`src/rtl/dref_pkg.sv`:
```
package dref_pkg;

    typedef enum logic [2:0] {
        ST_PAUSE,
        ST_INIT_REQ,
        ST_IDLE,
        ST_REF_REQ,
        ST_CBR_CAS,
        ST_RAS_ACT,
        ST_PRECHG
    } dref_state_e;

    function automatic int max3(input int a, input int b, input int c);
        int m;
        m = (a > b) ? a : b;
        return (m > c) ? m : c;
    endfunction

endpackage

```
`src/rtl/dref_tick.sv`:
```
// Interval timer: one-cycle pulse every PERIOD cycles while enabled.
module dref_tick #(
    parameter int PERIOD = 781
) (
    input  logic clk,
    input  logic rst_n,
    input  logic en,
    output logic tick
);
    localparam int CW = (PERIOD > 1) ? $clog2(PERIOD) : 1;

    logic [CW-1:0] cnt_q;
    logic          wrap;

    assign wrap = (cnt_q == CW'(PERIOD - 1));
    assign tick = en && wrap;

    always_ff @(posedge clk or negedge rst_n) begin
        if (!rst_n)      cnt_q <= '0;
        else if (!en)    cnt_q <= '0;
        else if (wrap)   cnt_q <= '0;
        else             cnt_q <= cnt_q + 1'b1;
    end
endmodule

```
`src/rtl/dref_pend.sv`:
```
// Saturating count of refreshes that fell due but were not yet issued.
module dref_pend #(
    parameter int MAXP = 8,
    localparam int PW  = $clog2(MAXP + 1)
) (
    input  logic          clk,
    input  logic          rst_n,
    input  logic          clr,
    input  logic          inc,
    input  logic          dec,
    output logic [PW-1:0] cnt
);
    always_ff @(posedge clk or negedge rst_n) begin
        if (!rst_n) begin
            cnt <= '0;
        end else if (clr) begin
            cnt <= '0;
        end else begin
            unique case ({inc, dec})
                2'b10:   if (cnt != PW'(MAXP)) cnt <= cnt + 1'b1;
                2'b01:   if (cnt != '0)        cnt <= cnt - 1'b1;
                default: cnt <= cnt;
            endcase
        end
    end
endmodule

```
`src/rtl/dref_row.sv`:
```
// Row counter for RAS-only refresh, wrapping at ROWS.
module dref_row #(
    parameter int ROWS  = 4096,
    localparam int RW   = (ROWS > 1) ? $clog2(ROWS) : 1
) (
    input  logic          clk,
    input  logic          rst_n,
    input  logic          step,
    output logic [RW-1:0] row
);
    always_ff @(posedge clk or negedge rst_n) begin
        if (!rst_n)     row <= '0;
        else if (step)  row <= (row == RW'(ROWS - 1)) ? '0 : row + 1'b1;
    end
endmodule

```
`src/rtl/dram_refresh_sched.sv`:
```
module dram_refresh_sched
    import dref_pkg::*;
#(
    parameter int PAUSE_CYC      = 25000,
    parameter int REF_PERIOD_CYC = 3200000,
    parameter int ROWS           = 4096,
    parameter int INIT_N         = 8,
    parameter int RAS_CYC        = 3,
    parameter int RP_CYC         = 2,
    parameter int MAX_PEND       = 8,
    parameter int IDLE_CYC       = 3200000,
    localparam int ROW_W         = (ROWS > 1) ? $clog2(ROWS) : 1
) (
    input  logic             clk,
    input  logic             rst_n,
    input  logic             mode_cbr,
    input  logic             gnt,
    input  logic             ext_ras_act,
    output logic             req,
    output logic             drive,
    output logic             ras_n,
    output logic             cas_n,
    output logic [ROW_W-1:0] addr,
    output logic             ready
);
    localparam int REFI_CYC = REF_PERIOD_CYC / ROWS;
    localparam int SEQ_MAX  = max3(PAUSE_CYC, RAS_CYC, RP_CYC);
    localparam int SEQ_W    = $clog2(SEQ_MAX + 1);
    localparam int INIT_W   = $clog2(INIT_N + 1);
    localparam int IDLE_W   = $clog2(IDLE_CYC + 1);
    localparam int PEND_W   = $clog2(MAX_PEND + 1);

    dref_state_e        state_q, state_d;
    logic [SEQ_W-1:0]   seq_q, seq_d;
    logic [INIT_W-1:0]  init_q, init_d;
    logic               in_init_q, in_init_d;
    logic               cbr_q, cbr_d;
    logic               rdy_q, rdy_d;
    logic [IDLE_W-1:0]  idle_q;

    logic               tick, pend_dec, pend_clr, row_step;
    logic [PEND_W-1:0]  pend_cnt;
    logic [ROW_W-1:0]   row;
    logic               waiting, idle_hit;
    dref_state_e        first_st;

    dref_tick #(.PERIOD(REFI_CYC)) u_tick (
        .clk(clk), .rst_n(rst_n), .en(rdy_q), .tick(tick)
    );

    dref_pend #(.MAXP(MAX_PEND)) u_pend (
        .clk(clk), .rst_n(rst_n), .clr(pend_clr),
        .inc(tick), .dec(pend_dec), .cnt(pend_cnt)
    );

    dref_row #(.ROWS(ROWS)) u_row (
        .clk(clk), .rst_n(rst_n), .step(row_step), .row(row)
    );

    // RAS inactivity: consecutive waiting cycles with no outside RAS activity
    assign waiting  = (state_q == ST_IDLE) || (state_q == ST_REF_REQ);
    assign idle_hit = waiting && !ext_ras_act && (idle_q == IDLE_W'(IDLE_CYC - 1));

    always_ff @(posedge clk or negedge rst_n) begin
        if (!rst_n)                         idle_q <= '0;
        else if (waiting && !ext_ras_act)   idle_q <= idle_hit ? '0 : idle_q + 1'b1;
        else                                idle_q <= '0;
    end

    assign first_st = mode_cbr ? ST_CBR_CAS : ST_RAS_ACT;

    // State register
    always_ff @(posedge clk or negedge rst_n) begin
        if (!rst_n) begin
            state_q   <= ST_PAUSE;
            seq_q     <= '0;
            init_q    <= '0;
            in_init_q <= 1'b1;
            cbr_q     <= 1'b0;
            rdy_q     <= 1'b0;
        end else begin
            state_q   <= state_d;
            seq_q     <= seq_d;
            init_q    <= init_d;
            in_init_q <= in_init_d;
            cbr_q     <= cbr_d;
            rdy_q     <= rdy_d;
        end
    end

    // Next state
    always_comb begin
        state_d   = state_q;
        seq_d     = seq_q;
        init_d    = init_q;
        in_init_d = in_init_q;
        cbr_d     = cbr_q;
        rdy_d     = rdy_q;
        pend_dec  = 1'b0;
        pend_clr  = 1'b0;
        row_step  = 1'b0;
        unique case (state_q)
            ST_PAUSE: begin
                if (seq_q == SEQ_W'(PAUSE_CYC - 1)) begin      // pause_done
                    state_d = ST_INIT_REQ;
                    seq_d   = '0;
                end else begin
                    seq_d   = seq_q + 1'b1;
                end
            end
            ST_INIT_REQ: begin
                if (gnt) begin                                  // grant_start
                    state_d = first_st;
                    cbr_d   = mode_cbr;
                    seq_d   = '0;
                end
            end
            ST_IDLE: begin
                if (idle_hit) begin                             // stale
                    state_d   = ST_INIT_REQ;
                    rdy_d     = 1'b0;
                    in_init_d = 1'b1;
                    init_d    = '0;
                    pend_clr  = 1'b1;
                end else if (pend_cnt != '0) begin              // due
                    state_d   = ST_REF_REQ;
                end
            end
            ST_REF_REQ: begin
                if (idle_hit) begin                             // stale
                    state_d   = ST_INIT_REQ;
                    rdy_d     = 1'b0;
                    in_init_d = 1'b1;
                    init_d    = '0;
                    pend_clr  = 1'b1;
                end else if (gnt) begin                         // grant_start
                    state_d = first_st;
                    cbr_d   = mode_cbr;
                    seq_d   = '0;
                end
            end
            ST_CBR_CAS: begin                                   // cas_lead
                state_d = ST_RAS_ACT;
                seq_d   = '0;
            end
            ST_RAS_ACT: begin
                if (seq_q == SEQ_W'(RAS_CYC - 1)) begin         // ras_done
                    state_d  = ST_PRECHG;
                    seq_d    = '0;
                    row_step = !cbr_q;
                end else begin
                    seq_d    = seq_q + 1'b1;
                end
            end
            ST_PRECHG: begin
                if (seq_q == SEQ_W'(RP_CYC - 1)) begin
                    seq_d = '0;
                    if (in_init_q) begin
                        if (init_q == INIT_W'(INIT_N - 1)) begin    // init_done
                            state_d   = ST_IDLE;
                            rdy_d     = 1'b1;
                            in_init_d = 1'b0;
                            init_d    = '0;
                        end else begin                              // chain
                            init_d  = init_q + 1'b1;
                            state_d = first_st;
                            cbr_d   = mode_cbr;
                        end
                    end else begin
                        pend_dec = 1'b1;
                        if ((pend_cnt > PEND_W'(1)) || tick) begin  // chain
                            state_d = first_st;
                            cbr_d   = mode_cbr;
                        end else begin                              // burst_done
                            state_d = ST_IDLE;
                        end
                    end
                end else begin
                    seq_d = seq_q + 1'b1;
                end
            end
        endcase
    end

    // Outputs
    always_comb begin
        req   = 1'b0;
        drive = 1'b0;
        ras_n = 1'b1;
        cas_n = 1'b1;
        unique case (state_q)
            ST_PAUSE, ST_IDLE: begin
            end
            ST_INIT_REQ, ST_REF_REQ: begin
                req = 1'b1;
            end
            ST_CBR_CAS: begin
                req   = 1'b1;
                drive = 1'b1;
                cas_n = 1'b0;
            end
            ST_RAS_ACT: begin
                req   = 1'b1;
                drive = 1'b1;
                ras_n = 1'b0;
                cas_n = !cbr_q;
            end
            ST_PRECHG: begin
                req   = 1'b1;
                drive = 1'b1;
            end
        endcase
    end

    assign addr  = row;
    assign ready = rdy_q;

endmodule

```
`config.mk`:
```
export PLATFORM = sky130hd
export DESIGN_NAME = dram_refresh_sched
export DESIGN_NICKNAME = d
export VERILOG_FILES = /design/src/rtl/dref_pkg.sv /design/src/rtl/dref_tick.sv /design/src/rtl/dref_pend.sv /design/src/rtl/dref_row.sv /design/src/rtl/dram_refresh_sched.sv
export SDC_FILE = /design/constraint.sdc
export NUM_CORES = 1
export LEC_CHECK = 0
export CORE_MARGIN = 10
export CORE_UTILIZATION = 60
export CTS_CLUSTER_SIZE = 10
export DETAILED_ROUTE_END_ITERATION = 10
export MAX_ROUTING_LAYER = met4
export PLACE_DENSITY_LB_ADDON = 0.1
export SETUP_SLACK_MARGIN = 0.02
export SLEW_MARGIN = 10
export SYNTH_ARGS = -nofsm -noshare
export SYNTH_HDL_FRONTEND = slang
export SYNTH_HIERARCHICAL = 1
export SYNTH_SLANG_ARGS = --single-unit
```
`constraint.sdc`:
```
create_clock -name clk -period 3.7 [get_ports clk]
set_input_delay 0.37 -clock clk [delete_from_list [all_inputs] [get_ports clk]]
set_output_delay 0.37 -clock clk [all_outputs]
set_load 0.005 [all_outputs]
```
-- Yosys cells after proc, flatten, opt, wreduce, memory -nomap -nowiden
Cells that the tools add are included.
- add/sub/neg operators: 7
- $mul: 0
- divide/modulo/power cells: 0
- magnitude comparators: 1
- equal/unequal tests: 28
- shift-type cells: 0
- mux-type cells: 60
- bitwise operators: 0
- reductions and logical operators: 23
- operators by type and width (operator ; count):
    $pmux W15 S6 ; 1
    $mux W15 ; 5
    $mux W22 ; 2
    $mux W3 ; 10
    $mux W4 ; 7
    $mux W1 ; 25
    $add A22 B1 Y22 const B ; 1
    $eq A22 B22 Y1 const B ; 1
    $pmux W3 S7 ; 1
    $mux W10 ; 2
    $pmux W4 S2 ; 2
    $add A15 B1 Y15 const B ; 1
    $eq A15 B1 Y1 const B ; 1
    $eq A15 B15 Y1 const B ; 1
    $eq A15 B2 Y1 const B ; 1
    $add A12 B1 Y12 const B ; 1
    $eq A12 B12 Y1 const B ; 1
    $mux W12 ; 1
    $ne A2 B2 Y1 const B ; 6
    $add A10 B1 Y10 const B ; 1
    $eq A10 B10 Y1 const B ; 1
    $reduce_and A5 Y1 ; 2
    $eq A3 B3 Y1 const B ; 3
    $ne A3 B3 Y1 const B ; 3
    other kinds (27) ; 39
- bits in registers: 73
- bits in latches: 0
- bits in writable memories: 0
- ROM bits: 0
- input port bits: 5
- output and inout bits: 17
- logic and storage cells: 129
- memories: 0

-- Longest topological paths before layout
- depth in word-level cells: 8
- gate-level depth with buffers: 11
- mapped depth without buffers: 11

-- Modules after synthesis
The synthesis kept the hierarchy.
- by module, submodules not included (module ; times used ; cells an instance ; area an instance (µm²) ; sequential area each (µm²)):
    dram_refresh_sched ; 1 ; 301 ; 2728.9 ; 1177.4
    dref_row ; 1 ; 60 ; 623.1 ; 300.3
    dref_tick ; 1 ; 53 ; 520.5 ; 250.2
    dref_pend ; 1 ; 26 ; 297.8 ; 100.1

-- Least setup slack after synthesis
Ideal clock, no wire load.
- path kind: reg-to-reg
- start: reg u_tick.cnt_q[0]
- end: reg u_pend.cnt[3]
- library setup time: 0.128 ns
- arrival time: 2.556 ns
- data required time: 3.572 ns
- path slack: 1.017 ns
- cell stages (with the launch flop): 11
- path buffers: 0
- clock period less this slack: 2.683 ns
- cells stage by stage: dfrtp_1 inv_1 ha_1 nand4_1 nor4_1 and2b_4 ha_1 o21ai_0 nand2b_1 a211oi_2 mux2_1
- word-level cells in the longest chain between the ends: 5
- elaborated cells on any way between the ends: 10
- those cells by class: 5 x eq/ne; 2 x mux; 3 x reduce/logical
- RTL lines (item ; line ; RTL):
    start, declared ; dref_tick.sv:12 ; logic [CW-1:0] cnt_q;
    start signal, assigned ; dref_tick.sv:22 ; else cnt_q <= cnt_q + 1'b1;
    $eq A10 B10 Y1 * ; dref_tick.sv:15 ; assign wrap = (cnt_q == CW'(PERIOD - 1));
    $logic_and A1 B1 Y1 * ; dref_tick.sv:16 ; assign tick = en && wrap;
    net tick ; dram_refresh_sched.sv:41 ; logic tick, pend_dec, pend_clr, row_step;
    $eq A2 B2 Y1 or $eq A2 B1 Y1 (tied branches) ; dref_pend.sv:19 ; unique case ({inc, dec})
    $ne A3 B2 Y1 (no line), or another cell as far along ; n/a ;
    $reduce_and A3 Y1 (no line) or $mux W4 (tied branches) ; n/a ;
    end signal, assigned ; dref_pend.sv:20 ; 2'b10: if (cnt != PW'(MAXP)) cnt <= cnt + 1'b1;
    end signal, assigned ; dref_pend.sv:21 ; 2'b01: if (cnt != '0) cnt <= cnt - 1'b1;
    end signal, assigned ; dref_pend.sv:22 ; default: cnt <= cnt;
    end, declared ; dref_pend.sv:11 ; output logic [PW-1:0] cnt
Mark *: on every way through the listed nets, which the timed path passes. The rest lies on a longest branch.
A chain may end at the register's enable or synchronous reset.

-- Final worst setup path
Same ends and word-level chain as after synthesis.

==> impl_metrics.toml <==
[sta]
fin_setup_tns_ns = 0
skew_ns = 0.00774
hold_viol = 0
fmax_mhz = 324
holdWs_ns = 0.0733
period_minus_slack_ns = 3.09
setup-violations-final = 0
grt_setup_unrepaired = "no"
slew_headroom_pct = 39.8
min_period_over_period_pct = 83.4
max_slew.worst_pin.slew_ns = 0.896
drv_slew = 0

[finish]
layout-drive-gt1-share_pct = 9.68
nets = 475
syn2layout_area_growth_pct = 10.7
utilization_pct = 68.3
n_antenna_cell = 0

[setup_path]
crit_top_cell = "ha_1"
worstPathRequired_ns = 3.92
arrival_ns = 3.31
crit_path_start_kind = "flop"
max_stage_delay_ns = 0.72
crit_chain = "inv_1, ha_1, nand4_1, nor4_1, and2b_4, ha_1, a311oi_1, a211oi_2, mux2_1"
setup.worst_path.class = "reg -> reg"
crit_path_top_delay_cell = "nor4_1"
crit_path_end_kind = "flop"
path_max_fanout = 5

[die]
die_w_um = 103
die_h_um = 103
dieArea_um2 = 10700
core-area_um2 = 6760
ios = 22
std_cell_rows = 30
start_util_pct = 61.7

[routing]
detail_route.wl_per_cell_um = 15.8
firstDrtPassIters = 4
drtAntennaViolNets = 0
routed_wl_mm = 8.63
vias = 3356
drc_errors = 0
drtIter0Drc = 163
via_per_inst = 6.16

[clock_tree]
post-cts-setup-buffers = 0
clkLatencyLatePin_ns = 0.34
cts_root_buffer = "clkbuf_8"
hold_buffers = 0
path_clk_slew_ns = 0.08
cts_buffer_depth = 2
cts_tree = "built"
cts-buffers-inserted = 9
htreeDepth = 3
cts_resized = 0
cts_sinks = 73

[yosys]
synthCells = 440
synthArstFlopShare_pct = 100
synth_most_common_cell = "dfrtp_1"
yosysTopAreaCell = "dfrtp_1"
synthTopCellsByCount = "dfrtp_1, nor2_1, nand2_1"
ys_seq_area_share_pct = 43.8
yosys_warnings = 6
syn_nets = 455
yosysTopAreaCellShare_pct = 43.2
ys_ff_latch = 73
yosys_most_used_dff = "dfrtp_1"
synthTopCellsByArea = "dfrtp_1, nor2_1, xor2_1"
postSynthAreaPerCell_um2 = 9.48
ys_types = 69
synth-edff-count = 0
syn_area_um2 = 4170

[power_and_ir_drop]
p_per_area_nw_per_um2 = 495
vdd_drop_max_v = 0.000364
leakage_nw = 1.86

[global_routing]
grt_usage_pct = 17.3
grt_pass1_wl_mm = 14.6
grt_overflow = 0
grt_pass1_vias = 3111
grt_max_degree = 34
antenna_found_initial = 0

[hold_path]
min_path_type = "in -> async"

[placed_design]
place_hpwl_mm = 6.13
numPortBuffers = 21
place.gp.congestion = 0.887

[status]
status = "complete, no violations"

[job]
drv_cap = 0
-- placed cells by master (no fill, tap or decap), types with 14 or more instances in the layout --
master / count
a21oi_1: 17
clkdlybuf4s50_1: 20
dfrtp_1: 72
inv_1: 14
nand2_1: 36
nand3_1: 21
nand4_1: 16
nor2_1: 49
o21ai_0: 26
xor2_1: 20
-- final timing paths --
kind	from	endpoint	slack, ns	depth (start not counted)
min in group clk	init_q[3]	init_q[3]	0.51	1
hold / removal	rst_n	idle_q[16]	0.07	1
setup / recovery	u_tick/cnt_q[0]	u_pend/cnt[3]	0.61	9
max in group asynchronous	rst_n	seq_q[0]	2.73	2
setup reg to reg	u_tick/cnt_q[0]	u_pend/cnt[3]	0.61	9
hold reg to reg	init_q[3]	init_q[3]	0.51	1
-- stage by stage --
stage	setup slack [ns]	total power, W	area, µm²	cells
floorplan	1.02	0.00145	4170	440
global placement	0.886	0.00166	4420	529
detailed placement	0.695	0.00168	4420	529
CTS	0.684	0.00231	4620	545
global route	0.522	0.00243	4620	545
finish	0.613	0.00229	4620	545
-- state kept, by name, summed over array words and instances (netlist names) --
signal	count
cbr_q	1
u_row/row	12
in_init_q	1
idle_q	22
state_q	3
seq_q	15
init_q	4
u_tick/cnt_q	10
u_pend/cnt	4
ready	1
-- metal layers --
layer	routed length, µm	global-route usage (%)	share of wire [%]	vias to the layer above
li1	-	-	-	1650
met1	3950	21.0	46	1658
met2	4340	28.3	50	42
met3	261	4.19	3.0	6
met4	85	4.92	0.98	0
met5	0	-	0	-
-- report_power, final --
part           internal, W  leakage [nW]  total (W)  switching (W)
sequential        0.000861         0.984   0.000983       0.000122
combinational     0.000296         0.776   0.000675       0.000380
clock             0.000332        0.0970   0.000628       0.000296
-- kinds of logic after synthesis --
logic type      count (synthesis)  share of synthesized area [%]
mux                             3                          0.780
simple gates                  202                           27.0
flops                          73                           43.8
fa+ha+maj                      10                           3.00
xor+xnor                       31                           6.51
buf+inv                        29                           3.15
compound gates                 92                           15.7
-- critical path: cells and delay by family (launching register included) --
kind	cells	cell delay, ns
simple gates	3	1.20
compound gates	2	0.48
fa+ha+maj	2	0.45
flops	1	0.42
mux	1	0.34
buf+inv	1	0.08
-- layout make-up --
type,instances,area (µm²)
clock buffers,12,145
clock inverters,4,51.3
fillers,535,2140
inverters,15,61.3
multi-input cells,338,2210
flip-flops and latches,73,1830
well taps,80,100
repair buffers,23,220
Power figures use the tool's default switching activity.
